[config.mk]
export PLATFORM = sky130hd
export DESIGN_NAME = sprom_word_reader
export DESIGN_NICKNAME = d
export VERILOG_FILES = /design/src/rtl/sprom_pkg.sv /design/src/rtl/sprom_bit_timer.sv /design/src/rtl/sprom_frame_seq.sv /design/src/rtl/sprom_rx_shift.sv /design/src/rtl/sprom_word_reader.sv
export SDC_FILE = /design/constraint.sdc
export NUM_CORES = 1
export LEC_CHECK = 0
export BUFFER_PORTS_ARGS = -buffer_cell sky130_fd_sc_hd__buf_2
export CORE_UTILIZATION = 40
export DETAILED_ROUTE_END_ITERATION = 10
export MAX_ROUTING_LAYER = met4
export SLEW_MARGIN = 20
export SYNTH_ARGS = -nofsm -noshare
export SYNTH_HDL_FRONTEND = slang
export SYNTH_SLANG_ARGS = --single-unit
[constraint.sdc]
create_clock -name clk -period 4.18 [get_ports clk]
set_clock_uncertainty 0.1 [all_clocks]
set_input_delay 0.418 -clock clk [delete_from_list [all_inputs] [get_ports clk]]
set_output_delay 0.418 -clock clk [all_outputs]
set_load 0.02 [all_outputs]
[src/rtl/sprom_pkg.sv]
package sprom_pkg;

    localparam int unsigned WORD_W   = 16;
    localparam int unsigned CMD_W    = 3;
    localparam logic [CMD_W-1:0] READ_CMD = 3'b110;

    // levels driven onto the three device lines
    typedef struct packed {
        logic cs;
        logic sk;
        logic di;
    } pin_set_t;

endpackage

[src/rtl/sprom_bit_timer.sv]
module sprom_bit_timer #(
    parameter int unsigned HALF_CLKS = 2
) (
    input  logic clk,
    input  logic rst,
    input  logic run_i,
    output logic tick_o
);
    localparam int unsigned CNT_W = (HALF_CLKS > 1) ? $clog2(HALF_CLKS) : 1;

    logic [CNT_W-1:0] cnt_d, cnt_q;

    assign tick_o = run_i && (cnt_q == CNT_W'(HALF_CLKS - 1));

    always_comb begin
        cnt_d = cnt_q;
        if (!run_i || tick_o) begin
            cnt_d = '0;
        end else begin
            cnt_d = cnt_q + 1'b1;
        end
    end

    always_ff @(posedge clk or posedge rst) begin
        if (rst) begin
            cnt_q <= '0;
        end else begin
            cnt_q <= cnt_d;
        end
    end
endmodule

[src/rtl/sprom_frame_seq.sv]
module sprom_frame_seq
    import sprom_pkg::*;
#(
    parameter int unsigned ADDR_W_NARROW = 6,
    parameter int unsigned ADDR_W_WIDE   = 8,
    parameter int unsigned PH_W          = 6
) (
    input  logic                   clk,
    input  logic                   rst,
    input  logic                   start_i,
    input  logic                   wide_i,
    input  logic [ADDR_W_WIDE-1:0] addr_i,
    input  logic                   tick_i,
    output logic                   run_o,
    output pin_set_t               pins_o,
    output logic                   sample_o,
    output logic                   commit_o,
    output logic                   done_o
);
    typedef struct packed {
        logic                   active;
        logic [PH_W-1:0]        phase;
        logic                   wide;
        logic [ADDR_W_WIDE-1:0] addr;
        pin_set_t               pins;
        logic                   done;
    } seq_state_t;

    seq_state_t st_d, st_q;

    function automatic int unsigned addr_width(input logic wd);
        return wd ? ADDR_W_WIDE : ADDR_W_NARROW;
    endfunction

    // lead-in + command + address + data + trailing slot
    function automatic int unsigned slot_count(input logic wd);
        return 1 + CMD_W + addr_width(wd) + WORD_W + 1;
    endfunction

    function automatic logic is_data_slot(input int unsigned slot, input logic wd);
        int unsigned first;
        first = 1 + CMD_W + addr_width(wd);
        return (slot >= first) && (slot < first + WORD_W);
    endfunction

    function automatic pin_set_t pins_for(input logic [PH_W-1:0] ph,
                                          input logic wd,
                                          input logic [ADDR_W_WIDE-1:0] ad);
        int unsigned phi, slot, aw, nsl;
        logic [CMD_W-1:0]       cmd_sh;
        logic [ADDR_W_WIDE-1:0] adr_sh;
        pin_set_t p;
        phi    = 32'(ph);
        slot   = phi >> 1;
        aw     = addr_width(wd);
        nsl    = slot_count(wd);
        p.sk   = ph[0];
        p.cs   = (slot < nsl - 1);
        p.di   = 1'b0;
        cmd_sh = '0;
        adr_sh = '0;
        if (slot >= 1 && slot <= CMD_W) begin
            cmd_sh = READ_CMD >> (CMD_W - slot);
            p.di   = cmd_sh[0];
        end else if (slot > CMD_W && slot <= CMD_W + aw) begin
            adr_sh = ad >> (aw - (slot - CMD_W));
            p.di   = adr_sh[0];
        end
        return p;
    endfunction

    logic final_phase;
    logic high_data;

    assign final_phase = (32'(st_q.phase) == 2 * slot_count(st_q.wide));
    assign high_data   = st_q.phase[0] && is_data_slot(32'(st_q.phase) >> 1, st_q.wide);

    always_comb begin
        st_d      = st_q;
        st_d.done = 1'b0;
        sample_o  = 1'b0;
        commit_o  = 1'b0;
        if (!st_q.active) begin
            if (start_i) begin
                st_d.active = 1'b1;
                st_d.phase  = '0;
                st_d.wide   = wide_i;
                st_d.addr   = addr_i;
                st_d.pins   = pins_for('0, wide_i, addr_i);
            end
        end else if (tick_i) begin
            if (final_phase) begin
                st_d.active = 1'b0;
                st_d.done   = 1'b1;
                st_d.pins   = '0;
                commit_o    = 1'b1;
            end else begin
                sample_o   = high_data;
                st_d.phase = st_q.phase + 1'b1;
                st_d.pins  = pins_for(st_q.phase + 1'b1, st_q.wide, st_q.addr);
            end
        end
    end

    always_ff @(posedge clk or posedge rst) begin
        if (rst) begin
            st_q <= '0;
        end else begin
            st_q <= st_d;
        end
    end

    assign run_o  = st_q.active;
    assign pins_o = st_q.pins;
    assign done_o = st_q.done;
endmodule

[src/rtl/sprom_rx_shift.sv]
module sprom_rx_shift #(
    parameter int unsigned WIDTH = 16
) (
    input  logic             clk,
    input  logic             rst,
    input  logic             sample_i,
    input  logic             serial_i,
    input  logic             commit_i,
    output logic [WIDTH-1:0] word_o
);
    typedef struct packed {
        logic [WIDTH-1:0] shreg;
        logic [WIDTH-1:0] word;
    } rx_state_t;

    rx_state_t rx_d, rx_q;

    always_comb begin
        rx_d = rx_q;
        if (sample_i) begin
            rx_d.shreg = {rx_q.shreg[WIDTH-2:0], serial_i};
        end
        if (commit_i) begin
            rx_d.word = rx_q.shreg;
        end
    end

    always_ff @(posedge clk or posedge rst) begin
        if (rst) begin
            rx_q <= '0;
        end else begin
            rx_q <= rx_d;
        end
    end

    assign word_o = rx_q.word;
endmodule

[src/rtl/sprom_word_reader.sv]
module sprom_word_reader
    import sprom_pkg::*;
#(
    parameter int unsigned HALF_CLKS     = 2,
    parameter int unsigned ADDR_W_NARROW = 6,
    parameter int unsigned ADDR_W_WIDE   = 8
) (
    input  logic                   clk,
    input  logic                   rst,
    input  logic                   rd_start_i,
    input  logic                   wide_addr_i,
    input  logic [ADDR_W_WIDE-1:0] rd_addr_i,
    output logic                   busy_o,
    output logic                   done_o,
    output logic [WORD_W-1:0]      rd_data_o,
    output logic                   ee_cs_o,
    output logic                   ee_sk_o,
    output logic                   ee_di_o,
    input  logic                   ee_do_i
);
    localparam int unsigned SLOTS_MAX = 1 + CMD_W + ADDR_W_WIDE + WORD_W + 1;
    localparam int unsigned PH_W      = $clog2(2 * SLOTS_MAX + 1);

    logic     run, tick, sample, commit;
    pin_set_t pins;

    sprom_bit_timer #(
        .HALF_CLKS (HALF_CLKS)
    ) u_timer (
        .clk    (clk),
        .rst    (rst),
        .run_i  (run),
        .tick_o (tick)
    );

    sprom_frame_seq #(
        .ADDR_W_NARROW (ADDR_W_NARROW),
        .ADDR_W_WIDE   (ADDR_W_WIDE),
        .PH_W          (PH_W)
    ) u_seq (
        .clk      (clk),
        .rst      (rst),
        .start_i  (rd_start_i),
        .wide_i   (wide_addr_i),
        .addr_i   (rd_addr_i),
        .tick_i   (tick),
        .run_o    (run),
        .pins_o   (pins),
        .sample_o (sample),
        .commit_o (commit),
        .done_o   (done_o)
    );

    sprom_rx_shift #(
        .WIDTH (WORD_W)
    ) u_rx (
        .clk      (clk),
        .rst      (rst),
        .sample_i (sample),
        .serial_i (ee_do_i),
        .commit_i (commit),
        .word_o   (rd_data_o)
    );

    assign busy_o  = run;
    assign ee_cs_o = pins.cs;
    assign ee_sk_o = pins.sk;
    assign ee_di_o = pins.di;
endmodule

==> results.py, run 1 <==
metrics = {
    "run_status": {
        "outcome": "complete, no violations",
    },
    "worst_setup_path": {
        "worstPathMaxFanout": 9,
        "startpoint_type": "flip-flop",
        "path_common_cell": "ha_1",
        "critPathArrivalTime_ns": 3.99,
        "crit_family": "simple AND/OR/NAND/NOR gates",
        "crit_type": "flip-flop to flip-flop",
        "r2r_slack_ns": 0.33,
        "crit_path_cell_trace": "ha_1 > nand3_2 > xnor2_4 > ha_1 > nor2b_1 > xnor2_1 > xnor2_2 > o21ai_1 > nand2b_1 > ha_1 > nor4_1 > nand4b_1 > nor2_1 > nand4_1 > or4_1 > o21ai_1",
        "reg2reg_depth": 16,
        "cp_slowest_stage_delay_ns": 0.48,
        "cpMaxStageDelayCell": "dfrtp_1",
        "worst_r2r_startpoint": "u_seq.st_q[13]",
        "required_ns": 4.32,
        "worstSetupEndpointType": "flip-flop",
        "path_buf_inv": 0,
        "r2r-end": "u_seq.pins_o[0]",
    },
    "drt": {
        "routed_wl_mm": 5.46,
        "detail-route-antenna-nets": 0,
        "wl_met2_mm": 2.57,
        "drt-met1-wl_mm": 2.69,
        "routed_via_density": 4.81,
        "drt-initial-drc-count": 64,
        "avgRoutedWirePerCell_um": 12.9,
        "dr_wl_met3_um": 157,
        "vias": 2038,
        "firstDrtPassIters": 4,
        "top_layer": "met4",
        "route.detailed.drc": 0,
    },
    "grt": {
        "grt_max_degree": 54,
        "antenna_found_initial": 0,
        "grt_pass1_wl_mm": 9.29,
        "track_usage_pct": 15.8,
        "grt_pass1_vias": 1928,
        "grt_overflow": 0,
    },
    "logic_synthesis": {
        "synth-seq-area-share_pct": 44.2,
        "synth_top_family_by_area": "simple AND/OR/NAND/NOR gates",
        "synthAdderAreaFrac_pct": 10.7,
        "netlist_instances": 303,
        "synthFlopType": "dfrtp_1",
        "synth-compound-area-share_pct": 6.79,
        "synth_nets": 341,
        "avgSynthCellArea_sq_um": 9.91,
        "synth_cell_types": 45,
        "synth.mux.area_fraction_pct": 8.50,
        "synth_edf_count": 0,
        "synth_xor_area_share_pct": 3.75,
        "async_reset_ff_share_pct": 100,
        "synth_area_sq_um": 3000,
        "synth_simple_gate_area_share_pct": 19.3,
        "synth-seq-cells": 53,
        "ys_warn_count": 0,
    },
    "placement": {
        "pre_cts_slack_ns": 0.163,
        "gp_congestion": 0.864,
        "io_buffers": 33,
        "placed_cell_area_sq_um": 3180,
        "place_inst": 416,
        "hpwl_mm": 3.84,
    },
    "layout": {
        "final_area_sq_um": 3290,
        "fillers": 717,
        "antenna_cells": 0,
        "fin_nets": 362,
        "instances_no_fill": 424,
        "finish.utilization_pct": 45.3,
        "drive_gt1_share_pct": 22.8,
        "area_delta_synth_final_pct": 9.46,
    },
    "clock_network": {
        "cts-buffers-inserted": 5,
        "clock-sinks": 53,
        "post-cts-setup-buffers": 0,
        "cts.repair.resized": 0,
        "hold_buffers": 0,
        "clk_latency_ns": 0.30,
        "cts_tree": "yes",
        "cts.clk_slew.worst_paths_ns": 0.10,
        "root_buffer": "clkbuf_8",
        "cts_max_level": 2,
        "cts_buffer_depth": 2,
    },
    "power": {
        "ir_drop_v": 0.000201,
        "powerDensity_nw_per_um2": 461,
        "power_leakage_nw": 1.69,
    },
    "floorplanning": {
        "row_count": 31,
        "die_h_um": 88.6,
        "core_area_sq_um": 7250,
        "io_pins": 34,
        "fp.dieW_um": 88.6,
        "die_area_sq_um": 7860,
        "floorplan.initialDensity_pct": 41.4,
    },
    "timing": {
        "fin_setup_tns_ns": 0,
        "rsz0062_at_grt": "false",
        "tightest_slew_ns": 0.788,
        "hold_viol_final": 0,
        "finalSetupViolations": 0,
        "slew_violations": 0,
        "fin_ws_ns": 0.329,
        "fmax_ghz": 0.260,
        "period_needed_ns": 3.85,
        "relSlewSlack_pct": 47.4,
        "fin_crit_sh_pct": 92.1,
    },
    "min_path": {
        "holdCritPathClass": "input port to asynchronous set/reset pin",
    },
    "flow_run": {
        "max-cap-violations": 0,
    },
}
-- routing by layer --
layer / vias up / GRT usage [%]
li1: 1037 / -
met1: 977 / 21.4
met2: 20 / 24.4
met3: 4 / 3.45
met4: 0 / 3.52
met5: - / -
-- placed cells by master, fill, tap and decap left out, types with 4 or more instances in the layout --
cell,instances
nor2_1,8
ha_1,24
xnor2_1,5
clkbuf_8,5
o21ai_0,8
nand2b_1,4
a21oi_1,5
dfrtp_1,53
nand2_1,83
nor2b_1,5
buf_4,6
nand3_1,7
nand4b_1,4
inv_1,11
o31ai_1,4
mux2_2,16
buf_2,33
-- layout make-up --
type / count / area, sq um / area share, %
Multi-Input combinational cell: 212 / 1490 / 45.3
Sequential cell: 53 / 1330 / 40.4
Timing Repair Buffer: 39 / 210 / 6.40
Tap cell: 99 / 124 / 3.77
Clock buffer: 6 / 72.6 / 2.21
Inverter: 13 / 48.8 / 1.48
Clock inverter: 2 / 15.0 / 0.457
-- Yosys cell counts (4+ instances only) --
library cell,number,area share [%]
nand2_1,83,10
nor2_1,8,1.0
nand3_1,7,1.2
o21ai_0,9,1.5
dfrtp_1,53,44
buf_4,16,4.0
nor2b_1,5,1.0
inv_1,12,1.5
nand2b_1,4,0.83
a21oi_1,5,0.83
o31ai_1,4,1.0
xnor2_1,6,1.7
clkbuf_1,7,0.88
ha_1,24,10
mux2_2,16,6.0
nand4b_1,4,1.2
-- where the power goes --
part | internal (W) | switching, W | leakage [nW]
sequential | 0.000556 | 0.0000459 | 0.706
clock | 0.000118 | 0.000168 | 0.0374
combinational | 0.000290 | 0.000339 | 0.944
-- cells by family after synthesis --
family | Yosys count
and+or+nand+nor | 125
buffers and inverters | 38
DFF | 53
AOI/OAI and AO/OA | 32
xor gates and xnor gates | 9
adders and majority gates | 25
muxes | 21
-- metrics by stage --
stage | power, W | hold slack, ns
2_1_floorplan | 0.00109 | 0.333
3_3_place_gp | 0.00122 | 0.353
3_5_place_dp | 0.00123 | 0.357
4_1_cts | 0.00152 | 0.194
5_1_grt | 0.00164 | 0.198
6_report | 0.00152 | 0.179
-- registers in the layout, summed over array words and instances, names as in the netlist --
signal,cells
u_timer.cnt_q,1
u_seq.st_q,15
u_seq.done_o,1
u_seq.pins_o,3
u_rx.rx_q,16
u_seq.run_o,1
u_rx.word_o,16
-- how the worst max path moves through the flow --
stage	endpoint	depth (start not counted)	slack, ns	from
floorplan	u_seq.pins_o[0]	19	0.53	u_seq.st_q[13]
global placement	u_seq.pins_o[0]	15	0.33	u_seq.st_q[13]
detailed placement	u_seq.pins_o[0]	15	0.16	u_seq.st_q[13]
CTS	u_seq.pins_o[0]	15	0.14	u_seq.st_q[13]
global route	u_seq.pins_o[0]	16	0.03	u_seq.st_q[13]
finish	u_seq.pins_o[0]	16	0.33	u_seq.st_q[13]
-- worst reg2reg max path, stage by stage, from the launching register on --
cell      delay, ns
dfrtp_1        0.48
ha_1           0.38
nand3_2        0.17
xnor2_4        0.17
ha_1           0.26
nor2b_1        0.16
xnor2_1        0.15
xnor2_2        0.27
o21ai_1        0.19
nand2b_1       0.19
ha_1           0.18
nor4_1         0.23
nand4b_1       0.14
nor2_1         0.10
nand4_1        0.09
or4_1          0.41
o21ai_1        0.12
No activity file was read; power rests on OpenSTA's default activity.
==> inputs of run 2 (changes only) <==
--- a/config.mk
+++ b/config.mk
@@ -10,4 +10,5 @@
 export DETAILED_ROUTE_END_ITERATION = 10
 export MAX_ROUTING_LAYER = met4
+export SETUP_SLACK_MARGIN = 0.05
 export SLEW_MARGIN = 20
 export SYNTH_ARGS = -nofsm -noshare
==> constraint.sdc (replaced) <==
create_clock -name clk -period 4.18 [get_ports clk]
set_clock_uncertainty 0.1 [all_clocks]
set_input_delay 0.209 -clock clk [delete_from_list [all_inputs] [get_ports clk]]
set_output_delay 0.209 -clock clk [all_outputs]
set_load 0.02 [all_outputs]
==> run 2 against run 1 <==
Against the previous run: first-iteration DRC count rose by 36%; the run now ends with negative hold slack left; register-to-register slack improved by 0.07 ns; clock-buffer cell count unchanged; power is 0.24% higher; die area unchanged; sequential share of layout area shrank 0.87 points; critical endpoint unchanged; routed wire length down 0.66%; sequential power about the same; combinational power increased by 0.6%.
==> results.py, run 2 (same netlist as run 1, synthesis figures left out) <==
metrics = {
    "worst_setup_path": {
        "critPathArrivalTime_ns": 3.91,
        "worstPathMaxFanout": 9,
        "cpMaxStageDelayCell": "dfrtp_1",
        "worstSetupEndpointType": "flip-flop",
        "r2r-end": "u_seq.pins_o[0]",
        "crit_family": "simple AND/OR/NAND/NOR gates",
        "cp_slowest_stage_delay_ns": 0.49,
        "startpoint_type": "flip-flop",
        "r2r_slack_ns": 0.40,
        "crit_path_cell_trace": "ha_2 > nand3_2 > xnor2_4 > ha_1 > nor2b_1 > xnor2_1 > xnor2_2 > o21ai_1 > nand2b_1 > ha_1 > nor4_1 > nand4b_1 > nor2_1 > nand4_1 > or4_1 > o21ai_1",
        "worst_r2r_startpoint": "u_seq.st_q[13]",
        "path_buf_inv": 0,
        "reg2reg_depth": 16,
        "crit_type": "flip-flop to flip-flop",
        "required_ns": 4.32,
    },
    "run_status": {
        "violations": "negative hold slack",
        "outcome": "finished with violations",
    },
    "drt": {
        "drt-initial-drc-count": 87,
        "detail-route-antenna-nets": 0,
        "vias": 2081,
        "firstDrtPassIters": 4,
        "route.detailed.drc": 0,
        "avgRoutedWirePerCell_um": 12.6,
        "routed_wl_mm": 5.42,
        "routed_via_density": 4.83,
    },
    "floorplanning": {
        "row_count": 31,
        "io_pins": 34,
        "floorplan.initialDensity_pct": 41.4,
        "core_area_sq_um": 7250,
        "fp.dieW_um": 88.6,
        "die_h_um": 88.6,
        "die_area_sq_um": 7860,
    },
    "timing": {
        "fin_crit_sh_pct": 90.4,
        "relSlewSlack_pct": 48.3,
        "fmax_ghz": 0.265,
        "slew_violations": 0,
        "fin_setup_tns_ns": 0,
        "tightest_slew_ns": 0.775,
        "whs_ns": -0.0264,
        "hold_viol_final": 54,
        "finalSetupViolations": 0,
        "rsz0062_at_grt": "false",
        "period_needed_ns": 3.78,
    },
    "grt": {
        "grtUsageMet2_pct": 24.7,
        "grt_pass1_vias": 1959,
        "gr-max-usage-layer": "met2",
        "grt_pass1_wl_mm": 9.40,
        "met1_usage_pct": 21.7,
        "track_usage_pct": 16.0,
        "use_met3_pct": 3.45,
        "grt_overflow": 0,
        "antenna_found_initial": 0,
        "grt_max_degree": 54,
    },
    "layout": {
        "regArea_sq_um": 1330,
        "area_delta_synth_final_pct": 11.9,
        "multi_input_area_sq_um": 1490,
        "drive_gt1_share_pct": 22.6,
        "layout_commonest_cell": "nand2_1",
        "layout_common_cells": "83 x nand2_1, 53 x dfrtp_1, 33 x buf_2",
        "fin_nets": 369,
        "finish.utilization_pct": 46.3,
        "antenna_cells": 0,
        "fillers": 711,
    },
    "clock_network": {
        "cts_tree": "yes",
        "root_buffer": "clkbuf_8",
        "clk_latency_ns": 0.30,
        "cts_max_level": 2,
        "cts_buffer_depth": 2,
        "cts.clk_slew.worst_paths_ns": 0.10,
        "clock-sinks": 53,
        "cts-buffers-inserted": 5,
        "post-cts-setup-buffers": 0,
    },
    "placement": {
        "gp_congestion": 0.864,
        "hpwl_mm": 3.84,
        "io_buffers": 33,
    },
    "power": {
        "power_leakage_nw": 1.71,
        "powerDensity_nw_per_um2": 452,
        "ir_drop_v": 0.000201,
    },
    "min_path": {
        "holdCritPathClass": "input port to asynchronous set/reset pin",
    },
    "flow_run": {
        "max-cap-violations": 0,
    },
}
run 2: cell count changes in the layout (fill, tap and decap cells not counted):
cell | previous run | this run
dlygate4sd3_1 | 0 | 7
ha_1 | 24 | 23
ha_2 | 0 | 1
run 2: area by class of cell:
type	instances	area share, %
inverter	13	1.45
multi-input combinational	212	44.4
sequential	53	39.5
timing repair buffer	46	8.34
clock inverter	2	0.447
clock buffer	6	2.16
tap	99	3.69
run 2: where the power goes:
part / switching [W] / internal, W
clock: 0.000166 / 0.000118
combinational: 0.000338 / 0.000295
sequential: 0.0000465 / 0.000556
run 2: worst max path at each step:
stage,startpoint,end,cells past startpoint
after CTS,u_seq.st_q[13],u_seq.pins_o[0],15
after detailed placement,u_seq.st_q[13],u_seq.pins_o[0],15
final,u_seq.st_q[13],u_seq.pins_o[0],16
after global routing,u_seq.st_q[13],u_seq.pins_o[0],16
after global placement,u_seq.st_q[13],u_seq.pins_o[0],15
after floorplan,u_seq.st_q[13],u_seq.pins_o[0],19
run 2: through the flow:
step / hold slack [ns] / setup slack [ns] / cells / total power (W) / area [sq um]
floorplan: 0.214 / 0.529 / 303 / 0.00109 / 3000
global placement: 0.301 / 0.329 / 416 / 0.00122 / 3180
detailed placement: 0.303 / 0.163 / 416 / 0.00123 / 3180
CTS: 0.00339 / 0.142 / 431 / 0.00153 / 3340
global route: 0.00569 / 0.0967 / 431 / 0.00165 / 3360
finish: -0.0264 / 0.403 / 431 / 0.00152 / 3360
run 2: worst register-to-register path, cell delays in order (launching register included):
cell      delay, ns
dfrtp_1        0.49
ha_2           0.32
nand3_2        0.14
xnor2_4        0.17
ha_1           0.26
nor2b_1        0.16
xnor2_1        0.15
xnor2_2        0.27
o21ai_1        0.19
nand2b_1       0.19
ha_1           0.18
nor4_1         0.23
nand4b_1       0.14
nor2_1         0.10
nand4_1        0.10
or4_1          0.41
o21ai_1        0.12
run 2: what timing repair did:
action                     in CTS  in global routing
hold buffers                    7                  0
setup endpoints to repair       0                  1
hold endpoints to repair        7                  0
resized for setup               0                  4
run 2: per-layer routing:
metal	vias to the layer above	share of wire [%]	routed length, um
met2	30	47	2560
met5	-	0	0
li1	1051	-	-
met3	4	3.4	186
met1	996	48	2630
met4	0	0.72	39
==> inputs of run 3 (changes only) <==
- BUFFER_PORTS_ARGS: -buffer_cell sky130_fd_sc_hd__buf_2 -> default
- DONT_BUFFER_PORTS: default -> 1
==> run 3 against run 2 <==
Against the previous run: the flow now finishes without violations; hold slack better by 0.27 ns; sequential share of layout area rose by 1.3 points; first-iteration DRC count decreased by 43%; clock power increased by 17%; critical path depth down 1; largest cell class unchanged.
==> results.py, run 3 (same netlist as run 1, synthesis figures left out) <==
metrics = {
    "run_status": {
        "outcome": "complete, no violations",
    },
    "clock_network": {
        "clk_latency_ns": 0.30,
        "root_buffer": "clkbuf_8",
        "cts-buffers-inserted": 5,
        "clock-sinks": 53,
        "cts_tree": "yes",
        "cts.clk_slew.worst_paths_ns": 0.09,
        "cts_buffer_depth": 2,
        "cts_max_level": 2,
    },
    "worst_setup_path": {
        "crit_type": "flip-flop to flip-flop",
        "r2r-end": "u_seq.pins_o[0]",
        "startpoint_type": "flip-flop",
        "worstPathMaxFanout": 7,
        "reg2reg_depth": 15,
        "crit_path_cell_trace": "ha_2 > xor2_2 > ha_1 > xnor2_1 > ha_1 > a21oi_1 > nor2b_1 > o21ai_0 > nand2b_1 > ha_1 > nand4b_1 > nor3_1 > nand4_1 > or4_1 > o21ai_1",
        "r2r_slack_ns": 0.46,
        "worst_r2r_startpoint": "u_seq.st_q[14]",
        "required_ns": 4.31,
        "critPathArrivalTime_ns": 3.85,
        "crit_path_start": "u_seq.st_q[14]",
        "cp-endpoint": "u_seq.pins_o[0]",
        "worstSetupEndpointType": "flip-flop",
        "cp_slowest_stage_delay_ns": 0.47,
        "cpMaxStageDelayCell": "dfrtp_1",
        "path_common_cell": "ha_1",
    },
    "placement": {
        "io_buffers": 0,
        "place_inst": 383,
        "placed_cell_area_sq_um": 3020,
        "hpwl_mm": 3.84,
        "gp_congestion": 0.830,
        "pre_cts_slack_ns": 0.354,
    },
    "timing": {
        "finalSetupViolations": 0,
        "tightest_slew_ns": 0.816,
        "fmax_ghz": 0.269,
        "fin_crit_sh_pct": 88.9,
        "rsz0062_at_grt": "false",
        "period_needed_ns": 3.72,
        "hold_viol_final": 0,
        "relSlewSlack_pct": 45.5,
        "slew_violations": 0,
        "fin_ws_ns": 0.465,
        "fin_setup_tns_ns": 0,
    },
    "layout": {
        "area_delta_synth_final_pct": 8.33,
        "instances_no_fill": 403,
        "layout_commonest_cell": "nand2_1",
        "antenna_cells": 0,
        "layout_common_cells": "83 x nand2_1, 52 x dfrtp_1, 22 x ha_1",
        "final_area_sq_um": 3250,
        "drive_gt1_share_pct": 14.5,
        "fin_nets": 342,
    },
    "power": {
        "powerDensity_nw_per_um2": 483,
        "ir_drop_v": 0.000194,
        "power_leakage_nw": 1.59,
    },
    "grt": {
        "grt_pass1_wl_mm": 9.32,
        "track_usage_pct": 16.0,
        "grt_pass1_vias": 2000,
        "antenna_found_initial": 0,
        "grt_max_degree": 54,
        "grt_overflow": 0,
    },
    "floorplanning": {
        "fp.dieW_um": 88.6,
        "core_area_sq_um": 7250,
        "io_pins": 34,
        "floorplan.initialDensity_pct": 41.4,
        "die_area_sq_um": 7860,
        "die_h_um": 88.6,
        "row_count": 31,
    },
    "flow_run": {
        "max-cap-violations": 0,
    },
    "drt": {
        "avgRoutedWirePerCell_um": 13.6,
        "drt-initial-drc-count": 50,
        "vias": 2019,
        "routed_wl_mm": 5.47,
        "detail-route-antenna-nets": 0,
        "routed_via_density": 5.01,
        "route.detailed.drc": 0,
        "firstDrtPassIters": 4,
    },
    "min_path": {
        "holdCritPathClass": "input port to flip-flop",
    },
}
[run 3: changes by cell type in the layout (fill, tap and decap cells not counted), sizes merged]
cell         delta
clkbuf          -1
bufinv          +1
buf            -32
clkinvlp        -2
clkinv          +1
dlygate4sd3     +5
[run 3: final cells by class]
cell class                      instances  area (sq um)
Clock buffer                            5          68.8
Clock inverter                          2          35.0
Fill cell                             704          4000
Inverter                               13          48.8
Multi-Input combinational cell        212          1480
Sequential cell                        53          1330
Tap cell                               99           124
Timing Repair Buffer                   19           173
[run 3: worst max-delay path, delay by kind of cell (launching register included)]
kind            cells  cell delay (ns)
flops               1             0.47
fa+ha+maj           4             1.03
compound gates      3             0.66
xor+xnor            2             0.31
simple gates        6             1.09
[run 3: power by group]
group	switching, W	total, W	internal (W)
Clock	0.000158	0.000333	0.000174
Sequential	0.0000603	0.000617	0.000556
Combinational	0.000326	0.000621	0.000295
[run 3: worst min path at each step]
stage            startpoint             end  slack (ns)  cells past startpoint
3_5_place_dp            rst  u_rx.word_o[3]        0.22                      2
2_1_floorplan  rd_addr_i[6]  u_seq.st_q[10]        0.21                      2
3_3_place_gp            rst    u_seq.done_o        0.22                      2
4_1_cts          rd_start_i   u_seq.st_q[4]        0.23                      3
6_report         rd_start_i  u_seq.st_q[11]        0.25                      3
5_1_grt          rd_start_i   u_seq.st_q[6]        0.27                      3
[run 3: through the flow]
| stage | hold slack (ns) | utilization, % | power (W) |
|---|---|---|---|
| 6_report | 0.245 | 44.9 | 0.00157 |
| 5_1_grt | 0.271 | 44.9 | 0.00169 |
| 3_5_place_dp | 0.218 | 41.6 | 0.00124 |
| 2_1_floorplan | 0.214 | - | 0.00109 |
| 4_1_cts | 0.229 | 44.7 | 0.00159 |
| 3_3_place_gp | 0.216 | 41.6 | 0.00122 |
[run 3: what timing repair did]
item / CTS / global route
gates resized for setup: 0 / 3
hold buffers: 12 / 0
endpoints found under the setup margin: 0 / 1
hold endpoints to repair: 64 / 0
buffers inserted: 0 / 1
[run 3: per-layer routing]
metal  global-route usage, %  part of all wire, %
met5                       -                    0
met4                    5.72                  1.4
met3                    3.73                  4.5
met2                    25.9                   48
met1                    19.8                   46
